`config.mk`:
```
export PLATFORM = sky130hd
export DESIGN_NAME = regwr_replay_dma
export DESIGN_NICKNAME = d
export VERILOG_FILES = /design/src/rtl/regwr_pkg.sv /design/src/rtl/regwr_cfg.sv /design/src/rtl/regwr_trig.sv /design/src/rtl/regwr_seq.sv /design/src/rtl/regwr_replay_dma.sv
export SDC_FILE = /design/constraint.sdc
export NUM_CORES = 1
export LEC_CHECK = 0
export BUFFER_PORTS_ARGS = -buffer_cell sky130_fd_sc_hd__buf_2
export CORE_AREA = 4 4 326 168
export CTS_BUF_LIST = sky130_fd_sc_hd__clkbuf_4
export DETAILED_ROUTE_END_ITERATION = 8
export DIE_AREA = 0 0 330 172
export REMOVE_ABC_BUFFERS = 1
export SYNTH_ARGS = -nofsm -noshare
export SYNTH_HDL_FRONTEND = slang
export SYNTH_SLANG_ARGS = --single-unit
```
`constraint.sdc`:
```
create_clock -name clk -period 7.7 [get_ports clk]
set_input_delay 0.385 -clock clk [delete_from_list [all_inputs] [get_ports clk]]
set_output_delay 0.385 -clock clk [all_outputs]
set_load 0.03 [all_outputs]
```
`src/rtl/regwr_pkg.sv`:
```
package regwr_pkg;

    localparam int DESC_BYTES = 8;
    localparam int WORD_BYTES = 4;

    localparam logic [1:0] REG_START = 2'd0;
    localparam logic [1:0] REG_END   = 2'd1;
    localparam logic [1:0] REG_MODE  = 2'd2;
    localparam logic [1:0] REG_CTRL  = 2'd3;

    localparam int CTRL_SRST_BIT = 0;
    localparam int CTRL_CLR_BIT  = 1;
    localparam int CTRL_KICK_BIT = 2;

    localparam int N_EVT     = 2;
    localparam int EVT_VSYNC = 0;
    localparam int EVT_LINE  = 1;

    typedef enum logic [1:0] {
        TRIG_STOP  = 2'd0,
        TRIG_VSYNC = 2'd1,
        TRIG_KICK  = 2'd2,
        TRIG_LINE  = 2'd3
    } trig_sel_e;

    typedef struct packed {
        logic      addr_inc;
        logic      wr_dir;
        trig_sel_e trig;
    } mode_t;

    typedef struct packed {
        logic srst;
        logic irq_clr;
        logic kick;
    } ctrl_pulse_t;

    typedef enum logic [1:0] {
        ST_IDLE,
        ST_RD_ADDR,
        ST_RD_DATA,
        ST_WRITE
    } seq_state_e;

    function automatic mode_t mode_idle();
        mode_t m;
        m.addr_inc = 1'b0;
        m.wr_dir   = 1'b0;
        m.trig     = TRIG_STOP;
        return m;
    endfunction

endpackage

```
`src/rtl/regwr_cfg.sv`:
```
module regwr_cfg
    import regwr_pkg::*;
#(
    parameter int AW = 32,
    parameter int DW = 32
) (
    input  logic          clk,
    input  logic          rst,
    input  logic          cfg_we,
    input  logic [1:0]    cfg_addr,
    input  logic [DW-1:0] cfg_wdata,
    output logic [AW-1:0] start_o,
    output logic [AW-1:0] end_o,
    output mode_t         mode_o,
    output ctrl_pulse_t   pulse_o
);

    always_comb begin
        pulse_o = '0;
        if (cfg_we && cfg_addr == REG_CTRL) begin
            pulse_o.srst    = cfg_wdata[CTRL_SRST_BIT];
            pulse_o.irq_clr = cfg_wdata[CTRL_CLR_BIT];
            pulse_o.kick    = cfg_wdata[CTRL_KICK_BIT];
        end
    end

    always_ff @(posedge clk) begin
        if (rst) begin
            start_o <= '0;
            end_o   <= '0;
            mode_o  <= mode_idle();
        end else begin
            if (cfg_we) begin
                case (cfg_addr)
                    REG_START: start_o <= cfg_wdata[AW-1:0];
                    REG_END:   end_o   <= cfg_wdata[AW-1:0];
                    REG_MODE:  mode_o  <= mode_t'(cfg_wdata[3:0]);
                    default:   ;
                endcase
            end
            if (pulse_o.srst) begin
                mode_o.trig <= TRIG_STOP;
            end
        end
    end

endmodule

```
`src/rtl/regwr_trig.sv`:
```
module regwr_trig
    import regwr_pkg::*;
(
    input  logic             clk,
    input  logic             rst,
    input  logic [N_EVT-1:0] evt_i,
    input  logic             kick_i,
    input  logic             srst_i,
    input  mode_t            mode_i,
    output logic             fire_o
);

    logic [N_EVT-1:0] evt_rise;

    for (genvar g = 0; g < N_EVT; g++) begin : g_edge
        logic evt_q;
        always_ff @(posedge clk) begin
            if (rst) evt_q <= 1'b0;
            else     evt_q <= evt_i[g];
        end
        assign evt_rise[g] = evt_i[g] & ~evt_q;
    end

    logic hit;

    always_comb begin
        case (mode_i.trig)
            TRIG_VSYNC: hit = evt_rise[EVT_VSYNC];
            TRIG_KICK:  hit = kick_i;
            TRIG_LINE:  hit = evt_rise[EVT_LINE];
            default:    hit = 1'b0;
        endcase
        fire_o = hit & mode_i.wr_dir & ~srst_i;
    end

endmodule

```
`src/rtl/regwr_seq.sv`:
```
module regwr_seq
    import regwr_pkg::*;
#(
    parameter int AW       = 32,
    parameter int RAW      = 32,
    parameter int DW       = 32,
    parameter int MAX_DESC = 512
) (
    input  logic           clk,
    input  logic           rst,
    input  logic           abort_i,
    input  logic           fire_i,
    input  logic           irq_clr_i,
    input  logic [AW-1:0]  start_i,
    input  logic [AW-1:0]  end_i,
    input  logic           addr_inc_i,
    output logic           mem_req_o,
    output logic [AW-1:0]  mem_addr_o,
    input  logic           mem_rvalid_i,
    input  logic [DW-1:0]  mem_rdata_i,
    output logic           rb_valid_o,
    output logic [RAW-1:0] rb_addr_o,
    output logic [DW-1:0]  rb_data_o,
    input  logic           rb_ready_i,
    output logic           irq_o
);

    localparam int CNT_W = $clog2(MAX_DESC + 1);
    localparam int SHIFT = $clog2(DESC_BYTES);
    localparam logic [AW:0]      MAX_N = (AW+1)'(MAX_DESC);
    localparam logic [CNT_W-1:0] MAX_C = CNT_W'(MAX_DESC);

    seq_state_e       state;
    logic [AW-1:0]    ptr;
    logic [CNT_W-1:0] left;
    logic             first;
    logic             inc_q;
    logic [RAW-1:0]   cur_addr;
    logic [DW-1:0]    cur_data;

    logic [AW:0]      span;
    logic [AW:0]      n_raw;
    logic [CNT_W-1:0] n_desc;

    always_comb begin
        span  = {1'b0, end_i} - {1'b0, start_i} + (AW+1)'(1);
        n_raw = span >> SHIFT;
        if (end_i < start_i)    n_desc = '0;
        else if (n_raw > MAX_N) n_desc = MAX_C;
        else                    n_desc = n_raw[CNT_W-1:0];
    end

    logic start_run;
    logic last_ack;
    logic done_evt;

    assign start_run = (state == ST_IDLE) && fire_i;
    assign last_ack  = (state == ST_WRITE) && rb_ready_i && (left == CNT_W'(1));
    assign done_evt  = (start_run && n_desc == '0) || last_ack;

    always_ff @(posedge clk) begin
        if (rst) begin
            state    <= ST_IDLE;
            ptr      <= '0;
            left     <= '0;
            first    <= 1'b0;
            inc_q    <= 1'b0;
            cur_addr <= '0;
            cur_data <= '0;
        end else if (abort_i) begin
            state <= ST_IDLE;
            left  <= '0;
        end else begin
            case (state)
                ST_IDLE: begin
                    if (start_run && n_desc != '0) begin
                        ptr   <= start_i;
                        left  <= n_desc;
                        first <= 1'b1;
                        inc_q <= addr_inc_i;
                        state <= ST_RD_ADDR;
                    end
                end
                ST_RD_ADDR: begin
                    if (mem_rvalid_i) begin
                        if (inc_q && !first) cur_addr <= cur_addr + RAW'(1);
                        else                 cur_addr <= mem_rdata_i[RAW-1:0];
                        ptr   <= ptr + AW'(WORD_BYTES);
                        state <= ST_RD_DATA;
                    end
                end
                ST_RD_DATA: begin
                    if (mem_rvalid_i) begin
                        cur_data <= mem_rdata_i;
                        ptr      <= ptr + AW'(WORD_BYTES);
                        state    <= ST_WRITE;
                    end
                end
                ST_WRITE: begin
                    if (rb_ready_i) begin
                        left  <= left - CNT_W'(1);
                        first <= 1'b0;
                        state <= (left == CNT_W'(1)) ? ST_IDLE : ST_RD_ADDR;
                    end
                end
                default: state <= ST_IDLE;
            endcase
        end
    end

    always_ff @(posedge clk) begin
        if (rst || abort_i) irq_o <= 1'b0;
        else if (done_evt)  irq_o <= 1'b1;
        else if (irq_clr_i) irq_o <= 1'b0;
    end

    assign mem_req_o  = (state == ST_RD_ADDR) || (state == ST_RD_DATA);
    assign mem_addr_o = ptr;
    assign rb_valid_o = (state == ST_WRITE);
    assign rb_addr_o  = cur_addr;
    assign rb_data_o  = cur_data;

endmodule

```
`src/rtl/regwr_replay_dma.sv`:
```
module regwr_replay_dma
    import regwr_pkg::*;
#(
    parameter int AW       = 32,
    parameter int RAW      = 32,
    parameter int DW       = 32,
    parameter int MAX_DESC = 512
) (
    input  logic           clk,
    input  logic           rst,
    input  logic           cfg_we,
    input  logic [1:0]     cfg_addr,
    input  logic [DW-1:0]  cfg_wdata,
    input  logic           vsync,
    input  logic           line_evt,
    output logic           mem_req,
    output logic [AW-1:0]  mem_addr,
    input  logic           mem_rvalid,
    input  logic [DW-1:0]  mem_rdata,
    output logic           rb_valid,
    output logic [RAW-1:0] rb_addr,
    output logic [DW-1:0]  rb_data,
    input  logic           rb_ready,
    output logic           irq_done
);

    logic [AW-1:0]    start_addr;
    logic [AW-1:0]    end_addr;
    mode_t            mode;
    ctrl_pulse_t      pulse;
    logic             fire;
    logic             soft_rst;
    logic             irq_clr;
    logic [N_EVT-1:0] evt;

    assign soft_rst        = pulse.srst;
    assign irq_clr         = pulse.irq_clr;
    assign evt[EVT_VSYNC]  = vsync;
    assign evt[EVT_LINE]   = line_evt;

    regwr_cfg #(.AW(AW), .DW(DW)) u_cfg (
        .clk       (clk),
        .rst       (rst),
        .cfg_we    (cfg_we),
        .cfg_addr  (cfg_addr),
        .cfg_wdata (cfg_wdata),
        .start_o   (start_addr),
        .end_o     (end_addr),
        .mode_o    (mode),
        .pulse_o   (pulse)
    );

    regwr_trig u_trig (
        .clk    (clk),
        .rst    (rst),
        .evt_i  (evt),
        .kick_i (pulse.kick),
        .srst_i (soft_rst),
        .mode_i (mode),
        .fire_o (fire)
    );

    regwr_seq #(.AW(AW), .RAW(RAW), .DW(DW), .MAX_DESC(MAX_DESC)) u_seq (
        .clk          (clk),
        .rst          (rst),
        .abort_i      (soft_rst),
        .fire_i       (fire),
        .irq_clr_i    (irq_clr),
        .start_i      (start_addr),
        .end_i        (end_addr),
        .addr_inc_i   (mode.addr_inc),
        .mem_req_o    (mem_req),
        .mem_addr_o   (mem_addr),
        .mem_rvalid_i (mem_rvalid),
        .mem_rdata_i  (mem_rdata),
        .rb_valid_o   (rb_valid),
        .rb_addr_o    (rb_addr),
        .rb_data_o    (rb_data),
        .rb_ready_i   (rb_ready),
        .irq_o        (irq_done)
    );

endmodule

```
==> results of run 1 <==
==> stage by stage <==
step                      hold slack (ns)  power (mW)  instances  util (%)
final                             0.04411       2.100       2422     26.92
after detailed placement           0.4434       1.558       2348     25.62
after floorplan                    0.4223       1.376       1467         -
after global routing             0.009977       2.211       2422     26.92
after global placement             0.4390       1.561       2348     25.62
after CTS                       0.0007924       2.105       2419     26.88
==> power groups by stage <==
stage          clock (mW)  sequential, mW  combinational [mW]
2_1_floorplan           0            1.01               0.363
3_3_place_gp            0            1.00               0.558
3_5_place_dp            0            1.00               0.555
4_1_cts             0.549           0.983               0.573
5_1_grt             0.585           0.988               0.638
6_report            0.536           0.984               0.580
==> sequential cells by signal (all words and copies together) (netlist names) <==
register / cells
u_seq.state: 2
u_seq.first: 1
u_seq.irq_o: 1
u_cfg.end_o: 32
u_seq.rb_addr_o: 32
u_seq.inc_q: 1
u_seq.left: 10
u_cfg.mode_o: 4
u_cfg.start_o: 32
u_seq.mem_addr_o: 32
u_seq.rb_data_o: 32
u_trig.g_edge.evt_q: 2
==> cell type report <==
| type | instances | area, um2 | area share [%] |
|---|---|---|---|
| Tap cell | 701 | 877.1 | 6.313 |
| Multi-Input combinational cell | 1213 | 7513 | 54.08 |
| Clock buffer | 18 | 135.1 | 0.9726 |
| Timing Repair Buffer | 221 | 1340 | 9.645 |
| Sequential cell | 181 | 3623 | 26.08 |
| Inverter | 73 | 274.0 | 1.972 |
| Clock inverter | 14 | 127.6 | 0.9186 |
| Antenna cell | 1 | 2.502 | 0.01801 |
==> layer usage <==
metal | wire length (um) | vias up
met5 | 13 | -
li1 | - | 5914
met3 | 1699 | 67
met4 | 1242 | 2
met1 | 17050 | 5791
met2 | 20310 | 271
==> final timing paths <==
path / cells after the start / end / slack, ns
setup reg to reg: 16 / u_seq.mem_addr_o[27] / 2.45
setup / recovery: 16 / u_seq.mem_addr_o[27] / 2.45
hold reg to reg: 2 / u_seq.rb_data_o[31] / 0.46
hold / removal: 3 / u_cfg.end_o[30] / 0.04
==> critical path: stages, from the launching register on <==
cell       delay [ns]
dfxtp_1          0.36
inv_1            0.07
ha_1             0.21
inv_1            0.07
fa_1             0.71
nor2b_1          0.20
a211o_1          0.36
a221o_1          0.32
a2111oi_0        0.62
o311a_1          0.28
nand4b_1         0.12
nor4_2           0.30
and4_1           0.50
o41ai_4          0.12
buf_4            0.31
and2_1           0.34
a311oi_1         0.28
==> Yosys cell counts, types with 14 or more instances <==
cell      number  area share, %
a211o_1       18            1.3
o21ai_0       74            3.1
fa_1          15            2.5
nand2_1      273            8.7
nand4_1       29            1.5
and3_1        30            1.6
dfxtp_1      181             31
inv_1         72            2.3
a211oi_1      38            2.4
clkbuf_1      78            2.5
nor2_1       111            3.5
ha_1          70            7.4
a21oi_1      189            8.0
a311oi_1      15            1.1
nand3_1       52            2.2
nor2b_1       17           0.90
nor3_1        37            1.6
mux2i_1       19            1.6
nand2b_1      14           0.74
==> timing repair <==
item | 4_1_cts | 5_1_grt
setup buffers | 0 | 0
hold buffers | 39 | 2
endpoints found under the hold margin | 55 | 3
==> cell families after synthesis <==
logic type,Yosys count,share of synthesized area [%]
fa+ha+maj,85,9.979
simple gates,621,24.84
mux,20,1.709
compound gates,472,25.97
xor+xnor,15,1.115
buf+inv,168,5.647
flops,181,30.74
==> summary.md, run 1 <==
| Metric | Value |
|---|---|
| Die Area | `56760 um2` |
| Row count | `59` |
| Relative slew slack | `12.58%` |
| Mapped cell area | `11790 um2` |
| Area grow syn2layout | `17.88%` |
| Die X | `330 um` |
| Crit path from | `u_cfg.start_o[18]` |
| Main flop type after synthesis | `dfxtp_1` |
| Req. time, crit path | `8.19 ns` |
| Int Pwr | `1.324 mW` |
| Overflow after GRT | `0` |
| FFs w/ async S/R, synth | `0%` |
| Setup WS pre-CTS | `2.516 ns` |
| H-tree Lvls | `4` |
| Core Box Area | `51600 um2` |
| Largest net degree at the start of global routing | `100` |
| Sequential share of power | `46.9%` |
| Tcrit/Tclk final | `68.17%` |
| WL per Instance | `16.65 um` |
| Post-synth EDFFs | `0` |
| Comb power frac | `27.6%` |
| DRC Markers | `0` |
| Worst-path clk slew | `0.19 ns` |
| GR peak layer | `met2` |
| RSZ-0062 raised after global routing | `no` |
| Clk network pwr share | `25.5%` |
| Clock Skews | `0.04201 ns` |
| Clk sinks | `181` |
| Max_cap viols | `0` |
| # IOs | `172` |
| Total CTS buffers | `17` |
| Power Density | `151.2 nW/um2` |
| Max Buffers Root-to-Sink | `2` |
| Worst VDD drop | `0.08413 mV` |
| Fillers | `5686` |
| Design area | `13890 um2` |
| Initial antenna violation count | `2` |
| Crit path kind | `reg -> reg` |
| Worst-margin pin slew | `1.311 ns` |
| Yosys reg bits | `181` |
| PostCTS Resize Cnt | `0` |
| Iter 0 DRT Violations | `1060` |
| Net Sw Frac | `36.94%` |
| Die height | `172 um` |
| Root Buffer Master | `clkbuf_4` |
| GR Layer Usage met3 | `2.211%` |
| Hold path start | `cfg_wdata[30]` |
| Layout net count | `1865` |
| Start of the worst register-to-register path | `u_cfg.start_o[18]` |
| Clock Latency Late Sink | `0.60 ns` |
| Setup violators final | `0` |
| Starting Density | `22.84%` |
| Slew Limit Fails | `0` |
| Via count | `12050` |
| Synth Instances | `1562` |
| Most common cell after layout, fill and taps aside | `nand2_1` |
| Yosys Warn Count | `0` |
| Crit. End Element | `register` |
| Status | `complete, no violations` |
| Hold Path Class | `in -> reg` |
| Syn Area/Cell | `7.546 um2` |
| 1st-pass router iterations | `5` |
| Post-DP HPWL | `29980 um` |
| Vias in the first global route | `11240` |
| Setup TNS Final | `0 ns` |
| Crit path arrival time | `5.74 ns` |
| Total Routing Usage GR | `13.68%` |
| Met1 usage | `16.37%` |
| Startpoint class of the critical path | `register` |
| P_sw | `775.8 uW` |
| CTS tree | `built` |
| Fin crit period | `5.249 ns` |
| Met2 usage | `24.89%` |
| Fin worst setup slack | `2.451 ns` |
| DP Area | `13220 um2` |
| Via density | `4.973` |
| Drt total wl | `40320 um` |
| Seq/Total Area, Yosys | `30.74%` |
| Fmax | `190.5 MHz` |
| CP max FO | `43` |
| Hold Fails Final Rpt | `0` |
| Gpl congestion | `0.9189` |
| Layout cells sized above 1 | `13.60%` |
| Netlist cell types | `85` |
| Leak pwr | `5.419 nW` |
| First-pass GRT wire length | `62580 um` |
| Commonest cells after routing, fill and taps aside | `273 x nand2_1, 189 x a21oi_1, 181 x dfxtp_1` |
| Routed Antenna Nets | `0` |
| Port buffer count | `171` |
Power figures use the tool's default switching activity.
==> run 2, diff against run 1 <==
Settings changed: ABC_AREA set to 1, CORE_AREA 4 4 326 168 to 4 4 334 172, DIE_AREA 0 0 330 172 to 0 0 338 176.
Clock period 7.7 ns to 4.4 ns, I/O delays scaled along.
==> run 2 against run 1 <==
Against the previous run: sequential share of layout area fell by 2.0 points; combinational power rose to 5.0 times the previous value; highest routed layer is now met4; largest cell class unchanged; largest power group is now combinational logic; sequential power rose by 100%; area after synthesis rose by 5.3%; worst hold slack improved by 0.12 ns; via count rose by 6.7%; critical path type unchanged; sequential cell count did not move.
==> summary.md, run 2 <==
| Metric | Value |
|---|---|
| Yosys reg bits | `181` |
| Total Routing Usage GR | `13.95%` |
| Leak pwr | `6.875 nW` |
| Starting Density | `22.68%` |
| FFs w/ async S/R, synth | `0%` |
| Max_cap viols | `0` |
| Fmax | `243.8 MHz` |
| Worst reg2reg path depth | `24` |
| Ant. Diodes | `0` |
| Layout net count | `2294` |
| Routed Antenna Nets | `0` |
| Final Power | `5.833 mW` |
| Hold Fails Final Rpt | `0` |
| Port buffer count | `171` |
| Post-synth EDFFs | `0` |
| Largest net degree at the start of global routing | `69` |
| Vias in the first global route | `11340` |
| Sequential share of power | `34.5%` |
| Worst VDD drop | `0.2626 mV` |
| Core Util, Final | `27.51%` |
| Clock Latency Late Sink | `0.61 ns` |
| Post-synth top area share | `29.20%` |
| Hold Path Class | `in -> reg` |
| First-pass GRT wire length | `65650 um` |
| Clk network pwr share | `16.1%` |
| CTS tree | `built` |
| Net Sw Frac | `49.57%` |
| Setup violators final | `0` |
| Mapped cell area | `12410 um2` |
| Crit path kind | `reg -> reg` |
| Root Buffer Master | `clkbuf_4` |
| Tcrit/Tclk final | `93.23%` |
| Comb power frac | `49.4%` |
| Crit. End Element | `register` |
| Worst-margin pin slew | `1.152 ns` |
| Via density | `4.471` |
| Seq/Total Area, Yosys | `29.20%` |
| Netlist cell types | `51` |
| # IOs | `172` |
| Power Density | `387.5 nW/um2` |
| H-tree Lvls | `4` |
| Synth top area cells | `dfxtp_1 29%, nand2_1 12%, inv_1 8.3%` |
| Die Area | `59490 um2` |
| Total CTS buffers | `17` |
| Overflow after GRT | `0` |
| 1st-pass router iterations | `6` |
| Die height | `176 um` |
| Most common cell after layout, fill and taps aside | `nand2_1` |
| P_sw | `2.892 mW` |
| Crit path arrival time | `4.63 ns` |
| Status | `complete, no violations` |
| Int Pwr | `2.942 mW` |
| Initial antenna violation count | `0` |
| CP max FO | `15` |
| Core Box Area | `54720 um2` |
| Slew Limit Fails | `0` |
| Top cells by instance count after synthesis | `394 x nand2_1, 275 x inv_1, 237 x nor2_1` |
| Post-DP HPWL | `33440 um` |
| Yosys top cell by area | `dfxtp_1` |
| Synth Instances | `1924` |
| Fin crit period | `4.102 ns` |
| Req. time, crit path | `4.93 ns` |
| Yosys Warn Count | `0` |
| Layout cells sized above 1 | `13.08%` |
| Count leader, synth | `nand2_1` |
| Startpoint class of the critical path | `register` |
| Area grow syn2layout | `21.29%` |
| Clock Skews | `0.03799 ns` |
| Hold Path Depth | `4` |
| Iter 0 DRT Violations | `1292` |
| Row count | `61` |
| Syn Area/Cell | `6.450 um2` |
| Max Buffers Root-to-Sink | `2` |
| Main flop type after synthesis | `dfxtp_1` |
| Drt total wl | `42460 um` |
| WL per Instance | `14.78 um` |
| Gpl congestion | `0.9984` |
| Via count | `12850` |
| Commonest cells after routing, fill and taps aside | `394 x nand2_1, 273 x inv_1, 236 x nor2_1` |
| DRC Markers | `0` |
| Clk sinks | `181` |
| Relative slew slack | `22.92%` |
| Worst-path clk slew | `0.19 ns` |
| Die X | `338 um` |
==> run 2: routing by layer <==
metal / global-route usage [%] / part of all wire, %
met4: 1.390 / 0.20
met2: 16.58 / 34
met3: 3.839 / 9.7
met5: 0 / 0
met1: 23.97 / 56
==> run 2: cell families (layout without fill, tap and decap cells) <==
logic type / count (synthesis) / count (layout) / share of synthesized area, %
XOR/XNOR: 49 / 49 / 3.579
AO/OA/AOI/OAI: 417 / 417 / 17.66
AND/OR/NAND/NOR: 836 / 838 / 28.90
flip-flops: 181 / 181 / 29.20
adder cells (fa/ha/maj): 85 / 85 / 9.477
buffers and inverters: 356 / 579 / 11.18
==> run 2: final cells by class <==
| type | instances | area (um2) |
|---|---|---|
| flip-flops and latches | 181 | 3623 |
| fillers | 6048 | 39670 |
| multi-input cells | 1389 | 7457 |
| repair buffers | 258 | 1709 |
| inverters | 289 | 1086 |
| well taps | 724 | 905.9 |
| clock inverters | 15 | 143.9 |
| clock buffers | 17 | 127.6 |
==> run 2: power by group through the flow <==
stage | clock network [mW] | registers (mW) | logic (mW)
detailed placement | 0 | 2.05 | 2.71
global route | 1.05 | 2.04 | 3.19
finish | 0.940 | 2.01 | 2.88
CTS | 0.996 | 2.01 | 2.77
global placement | 0 | 2.04 | 2.72
floorplan | 0 | 2.26 | 1.60
==> run 2: final timing paths <==
kind / from / to / slack, ns
worst max-delay path: u_cfg.start_o[12] / u_seq.mem_addr_o[16] / 0.30
worst min register to register: u_seq.rb_data_o[2] / u_seq.rb_data_o[2] / 0.45
worst min-delay path: cfg_we / u_cfg.start_o[1] / 0.16
worst max register to register: u_cfg.start_o[12] / u_seq.mem_addr_o[16] / 0.30
==> run 2: per-stage QoR <==
| stage | hold slack (ns) | cell area [um2] | setup slack, ns | std cells | setup TNS [ns] |
|---|---|---|---|---|---|
| CTS | 0.06707 | 15000 | 0.2172 | 2870 | 0 |
| floorplan | 0.2891 | 12110 | 0.9426 | 1857 | 0 |
| finish | 0.1601 | 15050 | 0.2980 | 2873 | 0 |
| global placement | 0.4335 | 13980 | 0.3197 | 2763 | 0 |
| detailed placement | 0.4338 | 13980 | 0.2044 | 2763 | 0 |
| global route | 0.1171 | 15050 | -0.002593 | 2873 | -0.002593 |
==> run 2: worst max-delay path, cell delays in order, from the launching register on <==
cell,delay (ns)
dfxtp_1,0.35
inv_1,0.07
ha_1,0.17
inv_1,0.06
fa_2,0.59
inv_2,0.07
a21oi_1,0.20
nand2_1,0.16
a21oi_1,0.15
nand2_1,0.18
xor2_1,0.24
nor2_1,0.15
nand2_1,0.14
nor2_2,0.14
nand3_2,0.10
nor2_4,0.17
nand3_1,0.13
nand2_1,0.10
nor2_1,0.06
nand2_2,0.09
nand2_4,0.09
nand2_8,0.19
nand2_4,0.19
o21ai_0,0.22
nor2_1,0.05
==> run 2: timing repair <==
item | in CTS | in global routing
endpoints found under the hold margin | 135 | 0
setup endpoints to repair | 0 | 41
hold buffers | 75 | 0
gates resized for setup | 0 | 6
buffers inserted | 0 | 1
==> run 3, diff against run 2 <==
Settings changed: ABC_AREA 1 to not set, CORE_AREA 4 4 334 172 to 4 4 326 168, DIE_AREA 0 0 338 176 to 0 0 330 172, PLACE_DENSITY set to 0.44.
==> run 3 against run 2 <==
Against the previous run: global-route usage grew 1.5 points; critical endpoint unchanged; count of clock-buffer cells in the layout grew 2; clock power grew 2%; sequential cell count is the same; largest cell class unchanged; clock skew shrank 0.011 ns; fmax shrank 4.7%.
==> summary.md, run 3 (same netlist as run 1, synthesis figures left out) <==
| Metric | Value |
|---|---|
| Crit path arrival time | `4.79 ns` |
| Routed Antenna Nets | `0` |
| Fin cells | `2606` |
| Initial antenna violation count | `1` |
| WL per Instance | `17.35 um` |
| Die height | `172 um` |
| H-tree Lvls | `4` |
| Area grow syn2layout | `35.53%` |
| Vias in the first global route | `12010` |
| DRC Markers | `0` |
| Iter 0 DRT Violations | `772` |
| Row count | `59` |
| Net Sw Frac | `35.91%` |
| Worst VDD drop | `0.1244 mV` |
| Int Pwr | `2.620 mW` |
| 1st-pass router iterations | `7` |
| Slew Limit Fails | `0` |
| First-pass GRT wire length | `69330 um` |
| Tcrit/Tclk final | `97.85%` |
| Hold Fails Final Rpt | `0` |
| Post-DP HPWL | `33670 um` |
| Overflow after GRT | `0` |
| Sequential share of power | `42.1%` |
| Clock Latency Late Sink | `0.61 ns` |
| Most common cell after layout, fill and taps aside | `nand2_1` |
| Max_cap viols | `0` |
| Clk sinks | `181` |
| Layout cells sized above 1 | `25.84%` |
| Die Area | `56760 um2` |
| Comb power frac | `34.5%` |
| Clk network pwr share | `23.4%` |
| Fillers | `5607` |
| Startpoint class of the critical path | `register` |
| RSZ-0062 raised after global routing | `yes` |
| Leak pwr | `6.406 nW` |
| Gpl congestion | `0.8460` |
| Max Buffers Root-to-Sink | `2` |
| Req. time, crit path | `4.88 ns` |
| # IOs | `172` |
| Setup TNS Final | `0 ns` |
| Setup violators final | `0` |
| Port buffer count | `171` |
| Core Box Area | `51600 um2` |
| Relative slew slack | `31.36%` |
| Starting Density | `22.84%` |
| Total CTS buffers | `17` |
| Commonest cells after routing, fill and taps aside | `273 x nand2_1, 183 x a21oi_1, 170 x buf_2` |
| Drt total wl | `45220 um` |
| Via density | `4.832` |
| Worst-path clk slew | `0.17 ns` |
| Clock Skews | `0.02682 ns` |
| Via count | `12590` |
| Total Routing Usage GR | `15.41%` |
| P_sw | `1.468 mW` |
| Power Density | `255.9 nW/um2` |
| Final Power | `4.088 mW` |
| Multi-input gate area | `8059 um2` |
| Fin crit period | `4.305 ns` |
| CTS tree | `built` |
| Placed Instances | `2479` |
| Fmax | `232.3 MHz` |
| Crit path kind | `reg -> reg` |
| Layout net count | `2049` |
| Root Buffer Master | `clkbuf_4` |
| Worst-margin pin slew | `1.030 ns` |
| Hold Path Class | `in -> reg` |
| Die X | `330 um` |
| Crit. End Element | `register` |
| Seq. cell area | `3641 um2` |
| Status | `complete, no violations` |
| CP max FO | `8` |
| Post-Route Hold Slack | `0.06710 ns` |
| Largest net degree at the start of global routing | `79` |
## run 3: changes by cell type in the layout (fill, tap and decap cells not counted), sizes merged, moves of 14 or more
cell | before | now
nor2b | 0 | 17
inv | 290 | 77
xor2 | 38 | 4
and3 | 1 | 30
mux2i | 0 | 19
nand2b | 0 | 14
a311oi | 1 | 15
nand3 | 96 | 52
nor2 | 253 | 111
a211o | 0 | 18
nand2 | 414 | 273
buf | 183 | 335
o21ai | 189 | 78
a211oi | 4 | 38
## run 3: per-stage QoR
stage               setup WS, ns  area (um2)  utilization, %
floorplan                -0.6076       11390               -
global placement         -0.3367       14230           27.58
detailed placement       -0.3050       14230           27.58
CTS                     0.001182       15200           29.46
global route            -0.08330       15970           30.96
finish                   0.09454       15970           30.96
## run 3: timing repair
action	4_1_cts	5_1_grt
pin swaps	3	64
gates cloned	1	1
hold endpoints to repair	134	0
setup endpoints to repair	46	47
buffers inserted	0	25
hold buffers	68	0
resized for setup	6	133
## run 3: metal layers
| layer | wire length, um | global-route usage (%) | vias up | part of all wire, % |
|---|---|---|---|---|
| met4 | 671 | 3.464 | 0 | 1.5 |
| met5 | 0 | 0 | - | 0 |
| met3 | 1442 | 2.234 | 42 | 3.2 |
| met2 | 21640 | 26.26 | 239 | 48 |
| met1 | 21460 | 20.79 | 6016 | 47 |
| li1 | - | - | 6294 | - |
## run 3: path summary, 6_finish.rpt
path	startpoint	endpoint	slack (ns)	cells past startpoint
worst max-delay path	u_cfg.start_o[10]	u_seq.mem_addr_o[16]	0.09	16
worst min-delay path	rst	u_seq.rb_data_o[9]	0.07	2
worst max register to register	u_cfg.start_o[10]	u_seq.mem_addr_o[16]	0.09	16
worst min register to register	u_seq.rb_data_o[2]	u_seq.rb_data_o[2]	0.46	2
## run 3: cell type report
class | count | area share (%)
Antenna cell | 1 | 0.01567
Multi-Input combinational cell | 1214 | 50.45
Inverter | 73 | 1.715
Tap cell | 701 | 5.491
Clock inverter | 13 | 0.7676
Timing Repair Buffer | 404 | 17.87
Sequential cell | 181 | 22.79
Clock buffer | 19 | 0.8929
## run 3: power groups by stage
stage	clock (mW)	sequential, mW	combinational [mW]
after floorplan	0	1.77	0.635
after global placement	0	1.75	1.19
after detailed placement	0	1.75	1.18
after CTS	1.02	1.72	1.24
after global routing	1.08	1.73	1.53
final	0.958	1.72	1.41
## run 3: critical path, cell delays in order (launching register included)
cell and delay, ns:
dfxtp_2 0.36, inv_1 0.06, ha_2 0.21, fa_2 0.51
a21o_1 0.24, a31oi_2 0.18, o211ai_1 0.15, a21oi_2 0.33
buf_4 0.19, nand4b_1 0.10, nand4_1 0.12, o2111a_1 0.20
and4_4 0.25, o41ai_4 0.75, buf_4 0.28, mux2i_2 0.20
a21oi_1 0.08
